[src/rtl/pwm_shadow_pkg.sv]
package pwm_shadow_pkg;

    // Channel states
    typedef enum logic {
        ST_IDLE = 1'b0,
        ST_RUN  = 1'b1
    } pwm_state_e;

    // Bus address width (byte addresses, word registers)
    localparam int ADDR_W = 4;

    // Register select values taken from address bits 3:2
    localparam logic [1:0] SEL_COUNT  = 2'd0;
    localparam logic [1:0] SEL_PERIOD = 2'd1;
    localparam logic [1:0] SEL_DUTY   = 2'd2;
    localparam logic [1:0] SEL_CTRL   = 2'd3;

    // Control word layout
    localparam int CTRL_W     = 9;
    localparam int CB_EN      = 0;
    localparam int CB_MODE_LO = 1;
    localparam int CB_MODE_HI = 2;
    localparam int CB_ACT_HI  = 3;
    localparam int CB_IDLE_HI = 4;
    localparam int CB_ALIGN   = 5;
    localparam int CB_LOCK    = 6;
    localparam int CB_LPOFF   = 8;

    localparam logic [1:0]        MODE_CONT  = 2'b01;
    localparam logic [CTRL_W-1:0] CTRL_MASK  = 9'h17F;
    localparam logic [CTRL_W-1:0] CTRL_RESET = 9'h018;

endpackage

[src/rtl/pwm_shadow_regs.sv]
module pwm_shadow_regs
    import pwm_shadow_pkg::*;
#(
    parameter int CNT_W = 16
) (
    input  logic              clk,
    input  logic              rst_n,
    input  logic              we,
    input  logic [ADDR_W-1:0] addr,
    input  logic [31:0]       wdata,
    input  logic [CNT_W-1:0]  live_cnt,
    output logic [31:0]       rdata,
    output logic [CNT_W-1:0]  sh_period,
    output logic [CNT_W-1:0]  sh_duty,
    output logic              sh_act_hi,
    output logic              sh_idle_hi,
    output logic              run_ok,
    output logic              lock
);

    localparam int SEL_LSB = 2;

    logic [CTRL_W-1:0] ctrl_q;
    logic [1:0]        sel;
    logic              aligned;
    logic              wr_hit;
    logic              unused_wdata;

    assign sel          = addr[SEL_LSB+1:SEL_LSB];
    assign aligned      = (addr[SEL_LSB-1:0] == '0);
    assign wr_hit       = we && aligned;
    assign unused_wdata = ^wdata[31:CNT_W];

    // Shadow register file
    always_ff @(posedge clk) begin
        if (!rst_n) begin
            sh_period <= '0;
            sh_duty   <= '0;
            ctrl_q    <= CTRL_RESET;
        end else if (wr_hit) begin
            unique case (sel)
                SEL_PERIOD: sh_period <= wdata[CNT_W-1:0];
                SEL_DUTY:   sh_duty   <= wdata[CNT_W-1:0];
                SEL_CTRL:   ctrl_q    <= wdata[CTRL_W-1:0] & CTRL_MASK;
                default:    ;
            endcase
        end
    end

    // Control decode
    assign sh_act_hi  = ctrl_q[CB_ACT_HI];
    assign sh_idle_hi = ctrl_q[CB_IDLE_HI];
    assign lock       = ctrl_q[CB_LOCK];
    assign run_ok     = ctrl_q[CB_EN]
                     && (ctrl_q[CB_MODE_HI:CB_MODE_LO] == MODE_CONT)
                     && !ctrl_q[CB_ALIGN]
                     && ctrl_q[CB_LPOFF];

    // Read mux
    always_comb begin
        rdata = '0;
        if (aligned) begin
            unique case (sel)
                SEL_COUNT:  rdata = 32'(live_cnt);
                SEL_PERIOD: rdata = 32'(sh_period);
                SEL_DUTY:   rdata = 32'(sh_duty);
                SEL_CTRL:   rdata = 32'(ctrl_q);
                default:    rdata = '0;
            endcase
        end
    end

    // a period write lands in the shadow on the next cycle
    a_r1_period_shadow: assert property (@(posedge clk) disable iff (!rst_n)
        (we && aligned && sel == SEL_PERIOD) |=> (sh_period == $past(wdata[CNT_W-1:0])));

    // misaligned writes touch nothing
    a_r13_misaligned_ignored: assert property (@(posedge clk) disable iff (!rst_n)
        (we && !aligned) |=> ($stable(ctrl_q) && $stable(sh_period) && $stable(sh_duty)));

endmodule

[src/rtl/pwm_shadow_core.sv]
module pwm_shadow_core
    import pwm_shadow_pkg::*;
#(
    parameter int CNT_W = 16
) (
    input  logic             clk,
    input  logic             rst_n,
    input  logic             run_ok,
    input  logic             lock,
    input  logic [CNT_W-1:0] sh_period,
    input  logic [CNT_W-1:0] sh_duty,
    input  logic             sh_act_hi,
    input  logic             sh_idle_hi,
    output logic             running,
    output logic [CNT_W-1:0] cnt,
    output logic [CNT_W-1:0] act_duty,
    output logic             act_act_hi,
    output logic             act_idle_hi
);

    localparam logic [CNT_W-1:0] ONE = CNT_W'(1);

    pwm_state_e       state, state_nx;
    logic [CNT_W-1:0] act_period;
    logic             last;
    logic             commit_ok;

    assign last      = (act_period <= ONE) || (cnt == act_period - ONE);
    assign commit_ok = !lock;
    assign running   = (state == ST_RUN);

    // Next-state logic
    always_comb begin
        state_nx = state;
        unique case (state)
            ST_IDLE: if (run_ok)  state_nx = ST_RUN;
            ST_RUN:  if (!run_ok) state_nx = ST_IDLE;
            default: state_nx = ST_IDLE;
        endcase
    end

    // State register
    always_ff @(posedge clk) begin
        if (!rst_n) state <= ST_IDLE;
        else        state <= state_nx;
    end

    // Counter and active set
    always_ff @(posedge clk) begin
        if (!rst_n) begin
            cnt         <= '0;
            act_period  <= '0;
            act_duty    <= '0;
            act_act_hi  <= 1'b1;
            act_idle_hi <= 1'b1;
        end else begin
            unique case (state)
                ST_IDLE: begin
                    cnt <= '0;
                    if (commit_ok) begin
                        act_period  <= sh_period;
                        act_duty    <= sh_duty;
                        act_act_hi  <= sh_act_hi;
                        act_idle_hi <= sh_idle_hi;
                    end
                end
                ST_RUN: begin
                    if (!run_ok) begin
                        cnt <= '0;
                    end else if (last) begin
                        cnt <= '0;
                        if (commit_ok) begin
                            act_period  <= sh_period;
                            act_duty    <= sh_duty;
                            act_act_hi  <= sh_act_hi;
                            act_idle_hi <= sh_idle_hi;
                        end
                    end else begin
                        cnt <= cnt + ONE;
                    end
                end
                default: cnt <= '0;
            endcase
        end
    end

    // counter never reaches the active period
    a_r4_cnt_in_range: assert property (@(posedge clk) disable iff (!rst_n)
        (state == ST_RUN && act_period > ONE) |-> (cnt < act_period));

    // IDLE holds the counter at zero
    a_r7_idle_cnt_zero: assert property (@(posedge clk) disable iff (!rst_n)
        (state == ST_IDLE) |-> (cnt == '0));

    // short periods never leave zero
    a_r12_short_period: assert property (@(posedge clk) disable iff (!rst_n)
        (state == ST_RUN && act_period <= ONE) |-> (cnt == '0));

    // nothing commits while locked
    a_r8_lock_holds: assert property (@(posedge clk) disable iff (!rst_n)
        lock |=> ($stable(act_period) && $stable(act_duty)
                  && $stable(act_act_hi) && $stable(act_idle_hi)));

    // no commit in the middle of a period
    a_r10_no_midperiod: assert property (@(posedge clk) disable iff (!rst_n)
        (state == ST_RUN && run_ok && !last) |=> ($stable(act_period) && $stable(act_duty)
                  && $stable(act_act_hi) && $stable(act_idle_hi)));

    // an unlocked start commits shadow duty and zeroes the counter
    a_r11_start_commit: assert property (@(posedge clk) disable iff (!rst_n)
        (state == ST_IDLE && run_ok && !lock) |=>
            (state == ST_RUN && cnt == '0 && act_duty == $past(sh_duty)));

endmodule

[src/rtl/pwm_shadow_out.sv]
module pwm_shadow_out #(
    parameter int CNT_W = 16
) (
    input  logic             running,
    input  logic [CNT_W-1:0] cnt,
    input  logic [CNT_W-1:0] duty,
    input  logic             act_hi,
    input  logic             idle_hi,
    output logic             pwm
);

    always_comb begin
        if (!running)        pwm = idle_hi;
        else if (cnt < duty) pwm = act_hi;
        else                 pwm = !act_hi;
    end

endmodule

[src/rtl/pwm_shadow_chan.sv]
module pwm_shadow_chan
    import pwm_shadow_pkg::*;
#(
    parameter int CNT_W = 16
) (
    input  logic              clk,
    input  logic              rst_n,
    input  logic [ADDR_W-1:0] bus_addr,
    input  logic              bus_we,
    input  logic [31:0]       bus_wdata,
    output logic [31:0]       bus_rdata,
    output logic              pwm_o
);

    logic [CNT_W-1:0] sh_period, sh_duty, cnt, act_duty;
    logic             sh_act_hi, sh_idle_hi, run_ok, lock;
    logic             running, act_act_hi, act_idle_hi;

    pwm_shadow_regs #(.CNT_W(CNT_W)) u_regs (
        .clk       (clk),
        .rst_n     (rst_n),
        .we        (bus_we),
        .addr      (bus_addr),
        .wdata     (bus_wdata),
        .live_cnt  (cnt),
        .rdata     (bus_rdata),
        .sh_period (sh_period),
        .sh_duty   (sh_duty),
        .sh_act_hi (sh_act_hi),
        .sh_idle_hi(sh_idle_hi),
        .run_ok    (run_ok),
        .lock      (lock)
    );

    pwm_shadow_core #(.CNT_W(CNT_W)) u_core (
        .clk        (clk),
        .rst_n      (rst_n),
        .run_ok     (run_ok),
        .lock       (lock),
        .sh_period  (sh_period),
        .sh_duty    (sh_duty),
        .sh_act_hi  (sh_act_hi),
        .sh_idle_hi (sh_idle_hi),
        .running    (running),
        .cnt        (cnt),
        .act_duty   (act_duty),
        .act_act_hi (act_act_hi),
        .act_idle_hi(act_idle_hi)
    );

    pwm_shadow_out #(.CNT_W(CNT_W)) u_out (
        .running(running),
        .cnt    (cnt),
        .duty   (act_duty),
        .act_hi (act_act_hi),
        .idle_hi(act_idle_hi),
        .pwm    (pwm_o)
    );

endmodule

[config.mk]
export PLATFORM = sky130hd
export DESIGN_NAME = pwm_shadow_chan
export DESIGN_NICKNAME = d
export VERILOG_FILES = /design/src/rtl/pwm_shadow_pkg.sv /design/src/rtl/pwm_shadow_regs.sv /design/src/rtl/pwm_shadow_core.sv /design/src/rtl/pwm_shadow_out.sv /design/src/rtl/pwm_shadow_chan.sv
export SDC_FILE = /design/constraint.sdc
export NUM_CORES = 1
export LEC_CHECK = 0
export ABC_CLOCK_PERIOD_IN_PS = 7900
export BUFFER_PORTS_ARGS = -buffer_cell sky130_fd_sc_hd__buf_2
export CORE_MARGIN = 8
export CORE_UTILIZATION = 30
export DETAILED_ROUTE_END_ITERATION = 16
export SLEW_MARGIN = 0
export SYNTH_ARGS = -nofsm -noshare
export SYNTH_HDL_FRONTEND = slang
export SYNTH_SLANG_ARGS = --single-unit
[constraint.sdc]
create_clock -name clk -period 7.9 [get_ports clk]
set_input_delay 1.58 -clock clk [delete_from_list [all_inputs] [get_ports clk]]
set_output_delay 1.58 -clock clk [all_outputs]
set_load 0.01 [all_outputs]
[After elaboration in Yosys (flattened, before gate mapping)]
Cells that the tools add are included.
Word-level totals
  latch bits: 0
  word-level logic and storage cells: 58
  output and inout port bits: 33
  memory bits (read-only): 0
  input bits: 39
  memories: 0
  bits in writable memories: 0
  register bits after elaboration: 91
Operators by class
  equality and inequality tests: 7
  muxes and demuxes: 24
  reduce and logical (&&, ||, !) cells: 13
  shifts and indexed selects: 0
  div/mod/pow operators: 0
  add/subtract/negate cells: 2
  bitwise logic cells: 1
  multiply operators: 0
  order comparisons: 2
Operators by type and width (number)
  2-to-1 mux 16 bit: 8
  case mux 32 bit (4 select lines): 1
  case mux 16 bit (2 select lines): 3
  2-to-1 mux 32 bit: 1
  adder 16 x 1 -> 16 bit, second input constant: 1
  == test 16 bit: 1
  less-or-equal comparator 16 x 1 -> 1 bit, second input constant: 1
  < comparator 16 bit: 1
  subtractor 16 x 1 -> 16 bit, second input constant: 1
  2-to-1 mux 1 bit: 9
  AND reduction 2 bit: 4
  == test 2 x 1 -> 1 bit, second input constant: 2
  == test 2 bit, second input constant: 2
  logical AND 1 bit: 4
  zero test 2 bit: 2
  case mux 1 bit (2 select lines): 2
  zero test 1 bit: 2
  != test 2 x 1 -> 1 bit, second input constant: 1
  != test 2 bit, second input constant: 1
  logical OR 1 bit: 1
  NOT 1 bit: 1

[Longest topological paths before layout]
Gate-level depths: netlist (run 1).
  depth in word-level cells: 6
  mapped depth: 13

[Modules after synthesis]
From an unflattened synthesis (run 1), not the netlist that was laid out.
Unflattened totals
  cells, all modules: 580
  area, all modules: 5252.5 um^2
By module, submodules not included
  pwm_shadow_core: area an instance 2696.3 um^2, cells an instance 302, instances 1
  pwm_shadow_regs: area an instance 2139.6 um^2, cells an instance 220, instances 1
  pwm_shadow_out: area an instance 416.6 um^2, cells an instance 58, instances 1

[Worst setup path after synthesis (run 1)]
Ideal clock, no wire load.
  kind: input to output
  start point: in bus_addr[2]
  end point: out bus_rdata[8]
  required time: 6320 ps
  arrival time: 2883 ps
  stages on the path: 4
  path slack: 3437 ps
  buffers on the path: 2
  path through: clkbuf_1 buf_1 mux4_2 and2_1
Between the ends
  longest elaborated chain between the ends: 3
  elaborated cells on any way between the ends: 6
  those cells by class: eq/ne: 3; mux: 2; reduce/logical: 1
Ends and longest elaborated chain
  from (decl): RTL line pwm_shadow_chan.sv:8  | input logic [ADDR_W-1:0] bus_addr,
  == test 2 bit, or another cell as far along: RTL line pwm_shadow_regs.sv:63  | unique case (sel)
  case mux 32 bit (4 select lines) *: RTL line pwm_shadow_regs.sv:63
  2-to-1 mux 32 bit *: RTL line pwm_shadow_regs.sv:62  | if (aligned) begin
  to (decl): RTL line pwm_shadow_chan.sv:11  | output logic [31:0] bus_rdata,
Mark *: on every way between the ends. The rest lies on a longest branch, timed or not. The select of a mux whose other input is x is not followed.

[Worst setup path after layout (run 1)]
  start point: in bus_addr[3]
  end point: out bus_rdata[9]
The elaborated chain is that of the path after synthesis.

==> flow_summary.ini, run 1 <==
[run_status]
status = completed

[grt]
antenna_found_initial = 0
grt_max_degree = 72
overflow = 0
grt_pass1_vias = 5268
grt_pass1_wl_um = 29770
globalRouteTotalUtil_pct = 14.20

[die]
dieHeight_um = 159.4
floorplan.initialDensity_pct = 30.49
die_x_um = 159.4
fp.dieArea_mm2 = 0.02541
coreArea_mm2 = 0.02023
rows = 52
ios = 72

[clock_network]
cts_made_buffers = 9
numClockSinks = 91
cts_max_level = 3
clk_latency_ns = 0.35
cts_root_buf = clkbuf_16
cts_tree = yes
cts_hold_buf = 0
cts_buffer_depth = 2
path_clk_slew_ns = 0.07
post_cts_resize_count = 0
cts_setup_buffers = 0

[synthesis]
yosysSeqAreaShare_pct = 29.53
synth_cells = 764
ys_ff_latch = 91
synth.cell_area_mm2 = 0.006170
synthFlopType = dfxtp_1
synth_top_area_cell = dfxtp_1
synth-edff-count = 0
yosys_warnings = 0
async_flop_share_pct = 0
synth.top_cell.area_share_pct = 29.53
synth.distinct_cells = 65
synth.area.top_cells = dfxtp_1, nand2_1, a41oi_1
syn_area_per_cell_um2 = 8.075

[timing]
layout_min_cycle_time_ns = 4.790
drv_slew = 0
setup_violations = 0
final.setup.tns_ns = 0
maxSlewHeadroom_pct = 36.17
hold_violations = 0
fin_skew_ns = 0.01109
final.setup.worst_slack_ns = 3.110
hold_slack_ns = 0.4770
worst_slew_pin_slew_ns = 0.9501
rsz0062_at_grt = no
fin_crit_sh_pct = 60.63
fmax_mhz = 208.8

[detailed_routing]
vias_per_cell = 5.491
wl_per_cell_um = 17.68
m1WireLength_um = 8752
drtIter0Drc = 507
drtPass1Iterations = 5
wl_met2_um = 8204
drc_errors = 0
routed_wl_um = 18120
drtAntennaViolNets = 0
met3WireLength_um = 994
top_layer_used = met4
vias = 5628

[finish]
drive_gt1_share_pct = 14.17
syn2layout_area_growth_pct = 9.491
diodes = 0
n_fill_cell = 2148
nets = 807

[worst_setup_path]
cp.arrival_ns = 3.21
required_ns = 6.32
critical_path.max_fanout = 20
crit_type = in -> out
endpoint_kind = output pin
start_kind = primary input

[placement]
routabilityCongestion = 0.7936
io_buffers = 39
post-place-ws_ns = 3.087
hpwl_um = 12580

[job]
drv_cap = 0

[power]
vdd_drop_max_v = 0.0001150
powerDensity_mw_per_mm2 = 148.7
p_leak_uw = 0.002553
p_total_uw = 1004

[hold_path]
min_path_type = reg -> reg
routing by layer:
layer | GRT usage, % | vias to the layer above
li1 | - | 2751
met3 | 2.198 | 12
met1 | 19.89 | 2712
met4 | 3.645 | 0
met2 | 22.24 | 153
met5 | 0 | -
cell families after synthesis:
| group | share of synthesized area, % |
|---|---|
| AO/OA/AOI/OAI | 24.42 |
| buffers and inverters | 8.659 |
| multiplexers | 5.699 |
| flip-flops | 29.53 |
| adder cells (fa/ha/maj) | 3.650 |
| XOR/XNOR | 5.110 |
| AND/OR/NAND/NOR | 22.88 |
| other | 0.06078 |
worst max-delay path, stage by stage:
cell and delay (ns):
buf_2 0.42, nor2b_1 0.72, a21oi_1 0.21, nor2_1 0.13, buf_2 0.15
layout make-up:
type	instances	area [µm²]	share of cell area [%]
clock inverter	7	100.1	1.482
timing repair buffer	52	292.8	4.334
sequential	91	1822	26.97
multi-input combinational	571	3884	57.49
clock buffer	9	225.2	3.334
tap	270	337.8	5.001
inverter	25	93.84	1.389
through the flow:
stage	area, µm²	util [%]	std cells
after floorplan	6226	-	779
after global placement	6430	31.78	1009
after detailed placement	6430	31.78	1009
after CTS	6755	33.38	1025
after global routing	6755	33.38	1025
final	6755	33.38	1025
path summary, 6_finish.rpt:
check / from / endpoint / slack (ns) / cells past startpoint
hold reg to reg: u_regs.sh_duty[8]$_SDFFE_PN0P_ / u_regs.sh_duty[8]$_SDFFE_PN0P_ / 0.48 / 2
hold / removal: u_regs.sh_duty[8]$_SDFFE_PN0P_ / u_regs.sh_duty[8]$_SDFFE_PN0P_ / 0.48 / 2
setup / recovery: bus_addr[3] / bus_rdata[9] / 3.11 / 5
setup reg to reg: u_core.act_period[1]$_SDFFE_PN0P_ / u_core.act_act_hi$_SDFFE_PN1P_ / 4.19 / 10
registers in the layout (all words and copies together) (netlist names):
| signal | count |
|---|---|
| u_core.act_act_hi | 1 |
| u_core.act_duty | 16 |
| u_core.act_idle_hi | 1 |
| u_core.act_period | 16 |
| u_core.cnt | 16 |
| u_core.running | 1 |
| u_regs.ctrl_q | 8 |
| u_regs.sh_duty | 16 |
| u_regs.sh_period | 16 |
synth_stat cells, types with 2 or more instances:
master	n
nor2_1	37
nor4_1	12
o211ai_1	3
or4_4	2
inv_1	24
and3_1	10
o41ai_2	16
o21ai_1	4
nand2_1	109
xor2_1	19
nand3_1	25
a41oi_1	34
ha_1	18
nor2b_1	7
xnor2_1	17
mux2i_1	16
buf_4	16
and2_1	9
a31o_2	2
or2_2	4
o21a_1	2
clkbuf_1	65
nand2b_1	5
nor3_1	38
o41a_1	2
buf_1	3
mux4_2	8
o21ai_0	16
buf_2	4
a21oi_1	45
o41ai_1	3
nand4_1	10
or3_1	3
and4_1	9
a21o_1	5
a211o_1	2
a2111oi_0	4
dfxtp_1	91
buf_6	4
a211oi_1	36
power by group:
| group | switching [µW] | total (µW) | internal [µW] |
|---|---|---|---|
| registers | 4.03 | 466 | 462 |
| clock network | 194 | 474 | 280 |
| logic | 43.0 | 63.9 | 20.9 |
| total | 241 | 1000 | 763 |
layout by cell type, fill, tap and decap left out, types with 9 or more instances in the layout:
| master | instances |
|---|---|
| nor2_1 | 36 |
| o41ai_2 | 16 |
| mux2i_1 | 16 |
| xor2_1 | 19 |
| conb_1 | 16 |
| buf_4 | 13 |
| dfxtp_1 | 91 |
| a211oi_1 | 36 |
| a21oi_1 | 45 |
| and3_1 | 10 |
| nor3_1 | 38 |
| xnor2_1 | 17 |
| and4_1 | 9 |
| clkbuf_16 | 9 |
| nand2_1 | 109 |
| inv_1 | 24 |
| a41oi_1 | 34 |
| and2_1 | 9 |
| nor4_1 | 12 |
| nand3_1 | 25 |
| nand4_1 | 10 |
| ha_1 | 18 |
| o21ai_0 | 16 |
| buf_2 | 39 |
Power figures use the tool's default switching activity.
==> run 2, diff against run 1 <==
--- a/config.mk
+++ b/config.mk
@@ -5,7 +5,7 @@
 export SDC_FILE = /design/constraint.sdc
 export NUM_CORES = 1
 export LEC_CHECK = 0
-export ABC_CLOCK_PERIOD_IN_PS = 7900
+export ABC_CLOCK_PERIOD_IN_PS = 3900
 export BUFFER_PORTS_ARGS = -buffer_cell sky130_fd_sc_hd__buf_2
 export CORE_MARGIN = 8
 export CORE_UTILIZATION = 30
==> constraint.sdc (replaced) <==
create_clock -name clk -period 3.9 [get_ports clk]
set_input_delay 0.78 -clock clk [delete_from_list [all_inputs] [get_ports clk]]
set_output_delay 0.78 -clock clk [all_outputs]
set_load 0.01 [all_outputs]
==> run 2 against run 1 <==
Effect of this change: via count barely moved; critical path type is now reg -> out; largest cell class unchanged; clock-buffer cell count rose by 2; wire length fell by 0.73%; non-clock buffer count rose by 10; sequential power rose by 100%; critical endpoint is now pwm_o.
==> flow_summary.ini, run 2 (synthesized netlist as in run 1, its figures left out) <==
[run_status]
status = completed

[timing]
maxSlewHeadroom_pct = 46.49
setup_violations = 0
drv_slew = 0
fin_skew_ns = 0.004104
fmax_mhz = 277.4
layout_min_cycle_time_ns = 3.605
rsz0062_at_grt = no
hold_violations = 0
fin_crit_sh_pct = 92.42
worst_slew_pin_slew_ns = 0.7825
final.setup.tns_ns = 0

[grt]
globalRouteTotalUtil_pct = 13.96
grtUsageMet1_pct = 19.56
antenna_found_initial = 0
grt_pass1_wl_um = 29220
met2_usage_pct = 21.33
grt_max_degree = 50
grt_use_met3_pct = 2.637
grt_pass1_vias = 5279
overflow = 0
top_usage_layer = met2

[power]
p_total_uw = 1936
p_leak_uw = 0.002594
vdd_drop_max_v = 0.0002515
powerDensity_mw_per_mm2 = 284.2

[hold_path]
hold_depth = 2
hold_end = u_regs.sh_duty[15]$_SDFFE_PN0P_
min_path_type = reg -> reg
min_from = u_regs.sh_duty[15]$_SDFFE_PN0P_

[worst_setup_path]
crit_type = reg -> out
reg2reg_to = u_core.act_period[9]$_SDFFE_PN0P_
rrSetupSlack_ns = 0.79
cp_slowest_cell = a2111oi_0
crit_chain = ha_1 -> a2111oi_0 -> a2111oi_0 -> a211o_1 -> o221ai_1 -> buf_2
r2r_cells = 9
cp.arrival_ns = 2.82
required_ns = 3.12
start_kind = flip-flop
cp_common_cell = a2111oi_0
critical_path.max_fanout = 6
endpoint_kind = output pin
slowest_delay_ns = 0.65
r2r_start = u_core.act_period[0]$_SDFFE_PN0P_
worstSetupStartpoint = u_core.cnt[5]$_SDFF_PP0_

[finish]
final_cell_mix = nand2_1, dfxtp_1, a21oi_1
final_cells = 1033
utilization_pct = 33.67
nets = 817
multi_input_area_mm2 = 0.003884
ff_latch_area_mm2 = 0.001822
n_fill_cell = 2120
syn2layout_area_growth_pct = 10.42
diodes = 0
layout_commonest_cell = nand2_1
drive_gt1_share_pct = 14.94

[clock_network]
clk_latency_ns = 0.35
cts_made_buffers = 9
cts_setup_buffers = 0
cts_tree = yes
path_clk_slew_ns = 0.06
cts_buffer_depth = 2
cts_root_buf = clkbuf_16
cts_max_level = 3
cts_hold_buf = 0
post_cts_resize_count = 0
numClockSinks = 91

[detailed_routing]
wl_per_cell_um = 17.41
drtIter0Drc = 658
vias_per_cell = 5.443
drtPass1Iterations = 5
drtAntennaViolNets = 0
drc_errors = 0
routed_wl_um = 17990
vias = 5623

[die]
die_x_um = 159.4
dieHeight_um = 159.4
floorplan.initialDensity_pct = 30.49
ios = 72
rows = 52
fp.dieArea_mm2 = 0.02541
coreArea_mm2 = 0.02023

[placement]
hpwl_um = 12960
routabilityCongestion = 0.8151
io_buffers = 39
dp_cells = 1019

[job]
drv_cap = 0
-- run 2: cell type report --
cell class	count	share of cell area [%]
clock buffers	11	3.563
clock inverters	3	0.5877
inverters	25	1.377
multi-input cells	571	57.01
flip-flops and latches	91	26.74
well taps	270	4.959
repair buffers	62	5.767
-- run 2: how the worst max path moves through the flow --
stage | cells after the start | end
2_1_floorplan | 4 | bus_rdata[8]
3_3_place_gp | 6 | pwm_o
3_5_place_dp | 6 | pwm_o
4_1_cts | 6 | pwm_o
5_1_grt | 7 | pwm_o
6_report | 6 | pwm_o
-- run 2: routing by layer --
layer / vias to the layer above / wire length (µm) / part of all wire (%)
li1: 2769 / - / -
met1: 2654 / 8707 / 48
met2: 182 / 7932 / 44
met3: 18 / 1093 / 6.1
met4: 0 / 251 / 1.4
met5: - / 0 / 0
-- run 2: stage by stage --
stage | hold WS [ns] | worst slack (ns) | area (µm²)
floorplan | 0.4464 | 1.037 | 6226
CTS | 0.4763 | 0.3210 | 6813
detailed placement | 0.4670 | 0.7256 | 6530
global route | 0.4950 | 0.2154 | 6813
finish | 0.4720 | 0.2955 | 6813
global placement | 0.4604 | 0.6954 | 6530
-- run 2: critical path, delay by kind of cell (launching register included) --
family / cells / cell delay, ns
adders and majority gates: 1 / 0.31
DFF: 1 / 0.51
buffers and inverters: 1 / 0.21
AOI/OAI and AO/OA: 4 / 1.46
-- run 2: power by group --
part	switching [µW]	internal, µW
Combinational	86.8	43.4
Sequential	7.35	937
Clock	356	505
Total	450	1490
==> run 3, diff against run 2 <==
--- a/config.mk
+++ b/config.mk
@@ -10,6 +10,7 @@
 export CORE_MARGIN = 8
 export CORE_UTILIZATION = 30
 export DETAILED_ROUTE_END_ITERATION = 16
+export RECOVER_POWER = 50
 export SLEW_MARGIN = 0
 export SYNTH_ARGS = -nofsm -noshare
 export SYNTH_HDL_FRONTEND = slang
==> run 3 against run 2 <==
Effect of this change: the run now ends with capacitance limit, slew limit left; global-route usage stayed put; flip-flop and latch count stayed put; sequential power hardly changed.
==> flow_summary.ini, run 3 (synthesized netlist as in run 1, its figures left out) <==
[run_status]
status = finished with violations
violations = capacitance limit, slew limit

[worst_setup_path]
slowest_delay_ns = 0.65
r2r_start = u_core.act_period[0]$_SDFFE_PN0P_
rrSetupSlack_ns = 0.79
reg2reg_to = u_core.act_period[9]$_SDFFE_PN0P_
start_kind = flip-flop
endpoint_kind = output pin
required_ns = 3.12
r2r_cells = 9
cp_common_cell = a2111oi_0
cp.arrival_ns = 2.82
critical_path.max_fanout = 6
crit_chain = ha_1 -> a2111oi_0 -> a2111oi_0 -> a211o_1 -> o221ai_1 -> buf_2
cp_num_buf_inv = 1
crit_type = reg -> out
cp_slowest_cell = a2111oi_0
cp_top_family = compound AO/OA/AOI/OAI gates

[finish]
syn2layout_area_growth_pct = 10.18
nets = 817
layout_commonest_cell = nand2_1
drive_gt1_share_pct = 13.89
finalInstanceArea_mm2 = 0.006798
final_cell_mix = nand2_1, dfxtp_1, a21oi_1
diodes = 0
n_fill_cell = 2124

[power]
p_clk_share_pct = 44.5
powerDensity_mw_per_mm2 = 284.6
vdd_drop_max_v = 0.0002516
p_total_uw = 1935
p_sw_uw = 449.7
power.internal_uw = 1485
p_comb_share_pct = 6.7
seqPwrFrac_pct = 48.8
p_leak_uw = 0.002558
power.share.switching_pct = 23.25

[detailed_routing]
wl_per_cell_um = 17.45
drtAntennaViolNets = 0
drc_errors = 0
wl_met2_um = 7976
drtPass1Iterations = 5
vias = 5649
routed_wl_um = 18030
vias_per_cell = 5.469
m1WireLength_um = 8664
met3WireLength_um = 1127
drtIter0Drc = 657
top_layer_used = met4

[clock_network]
clk_latency_ns = 0.35
cts_made_buffers = 9
cts_buffer_depth = 2
cts_hold_buf = 0
path_clk_slew_ns = 0.06
cts_root_buf = clkbuf_16
cts_setup_buffers = 0
cts_max_level = 3
numClockSinks = 91
cts_tree = yes
post_cts_resize_count = 0

[job]
drv_cap = 1

[timing]
worst_slew_pin_slew_ns = 2.272
hold_slack_ns = 0.4717
fin_skew_ns = 0.003973
fin_crit_sh_pct = 92.35
hold_violations = 0
setup_violations = 0
final.setup.tns_ns = 0
rsz0062_at_grt = no
drv_slew = 50
layout_min_cycle_time_ns = 3.602
fmax_mhz = 277.6
maxSlewHeadroom_pct = -51.49

[grt]
grt_max_degree = 50
globalRouteTotalUtil_pct = 13.96
antenna_found_initial = 0
grt_pass1_vias = 5279
grt_pass1_wl_um = 29220
overflow = 0

[die]
die_x_um = 159.4
rows = 52
floorplan.initialDensity_pct = 30.49
coreArea_mm2 = 0.02023
ios = 72
fp.dieArea_mm2 = 0.02541
dieHeight_um = 159.4

[hold_path]
hold_depth = 2
hold_end = u_regs.sh_duty[15]$_SDFFE_PN0P_
min_path_type = reg -> reg
min_from = u_regs.sh_duty[15]$_SDFFE_PN0P_

[placement]
io_buffers = 39
routabilityCongestion = 0.8151
placed_cell_area_mm2 = 0.006530
hpwl_um = 12960
-- run 3: how the worst max path moves through the flow --
stage | startpoint | endpoint | slack, ns | cells past startpoint
2_1_floorplan | bus_addr[2] | bus_rdata[8] | 1.04 | 4
3_3_place_gp | u_core.cnt[5]$_SDFF_PP0_ | pwm_o | 0.70 | 6
3_5_place_dp | u_core.cnt[5]$_SDFF_PP0_ | pwm_o | 0.73 | 6
4_1_cts | u_core.cnt[5]$_SDFF_PP0_ | pwm_o | 0.32 | 6
5_1_grt | rst_n | u_core.cnt[10]$_SDFF_PP0_ | 0.14 | 5
6_report | u_core.cnt[5]$_SDFF_PP0_ | pwm_o | 0.30 | 6
-- run 3: metrics by stage --
stage	util, %	setup WS, ns	std cells
2_1_floorplan	-	1.037	779
3_3_place_gp	32.27	0.6954	1019
3_5_place_dp	32.27	0.7256	1019
4_1_cts	33.67	0.3210	1033
5_1_grt	33.60	0.1387	1033
6_report	33.60	0.2982	1033
-- run 3: cell type report --
class | instances | area [µm²] | area share (%)
clock buffer | 11 | 242.7 | 3.571
sequential | 91 | 1822 | 26.80
tap | 270 | 337.8 | 4.970
clock inverter | 3 | 40.04 | 0.5890
multi-input combinational | 571 | 3884 | 57.13
timing repair buffer | 62 | 377.9 | 5.559
inverter | 25 | 93.84 | 1.380
-- run 3: metal layers --
metal | vias to the layer above | global-route usage (%)
li1 | 2771 | -
met1 | 2675 | 19.56
met2 | 183 | 21.33
met3 | 20 | 2.637
met4 | 0 | 3.945
met5 | - | 0
-- run 3: tightest hold or removal path: cells and delay by family (launching register included) --
family / cells / cell delay (ns)
DFF: 1 / 0.32
AOI/OAI and AO/OA: 1 / 0.05
and+or+nand+nor: 1 / 0.06
-- run 3: power groups by stage --
stage | clock (µW) | combinational (µW) | sequential, µW
after detailed placement | 0 | 129 | 965
after floorplan | 0 | 105 | 962
after global placement | 0 | 129 | 965
after global routing | 916 | 143 | 945
after CTS | 877 | 130 | 944
final | 860 | 130 | 944
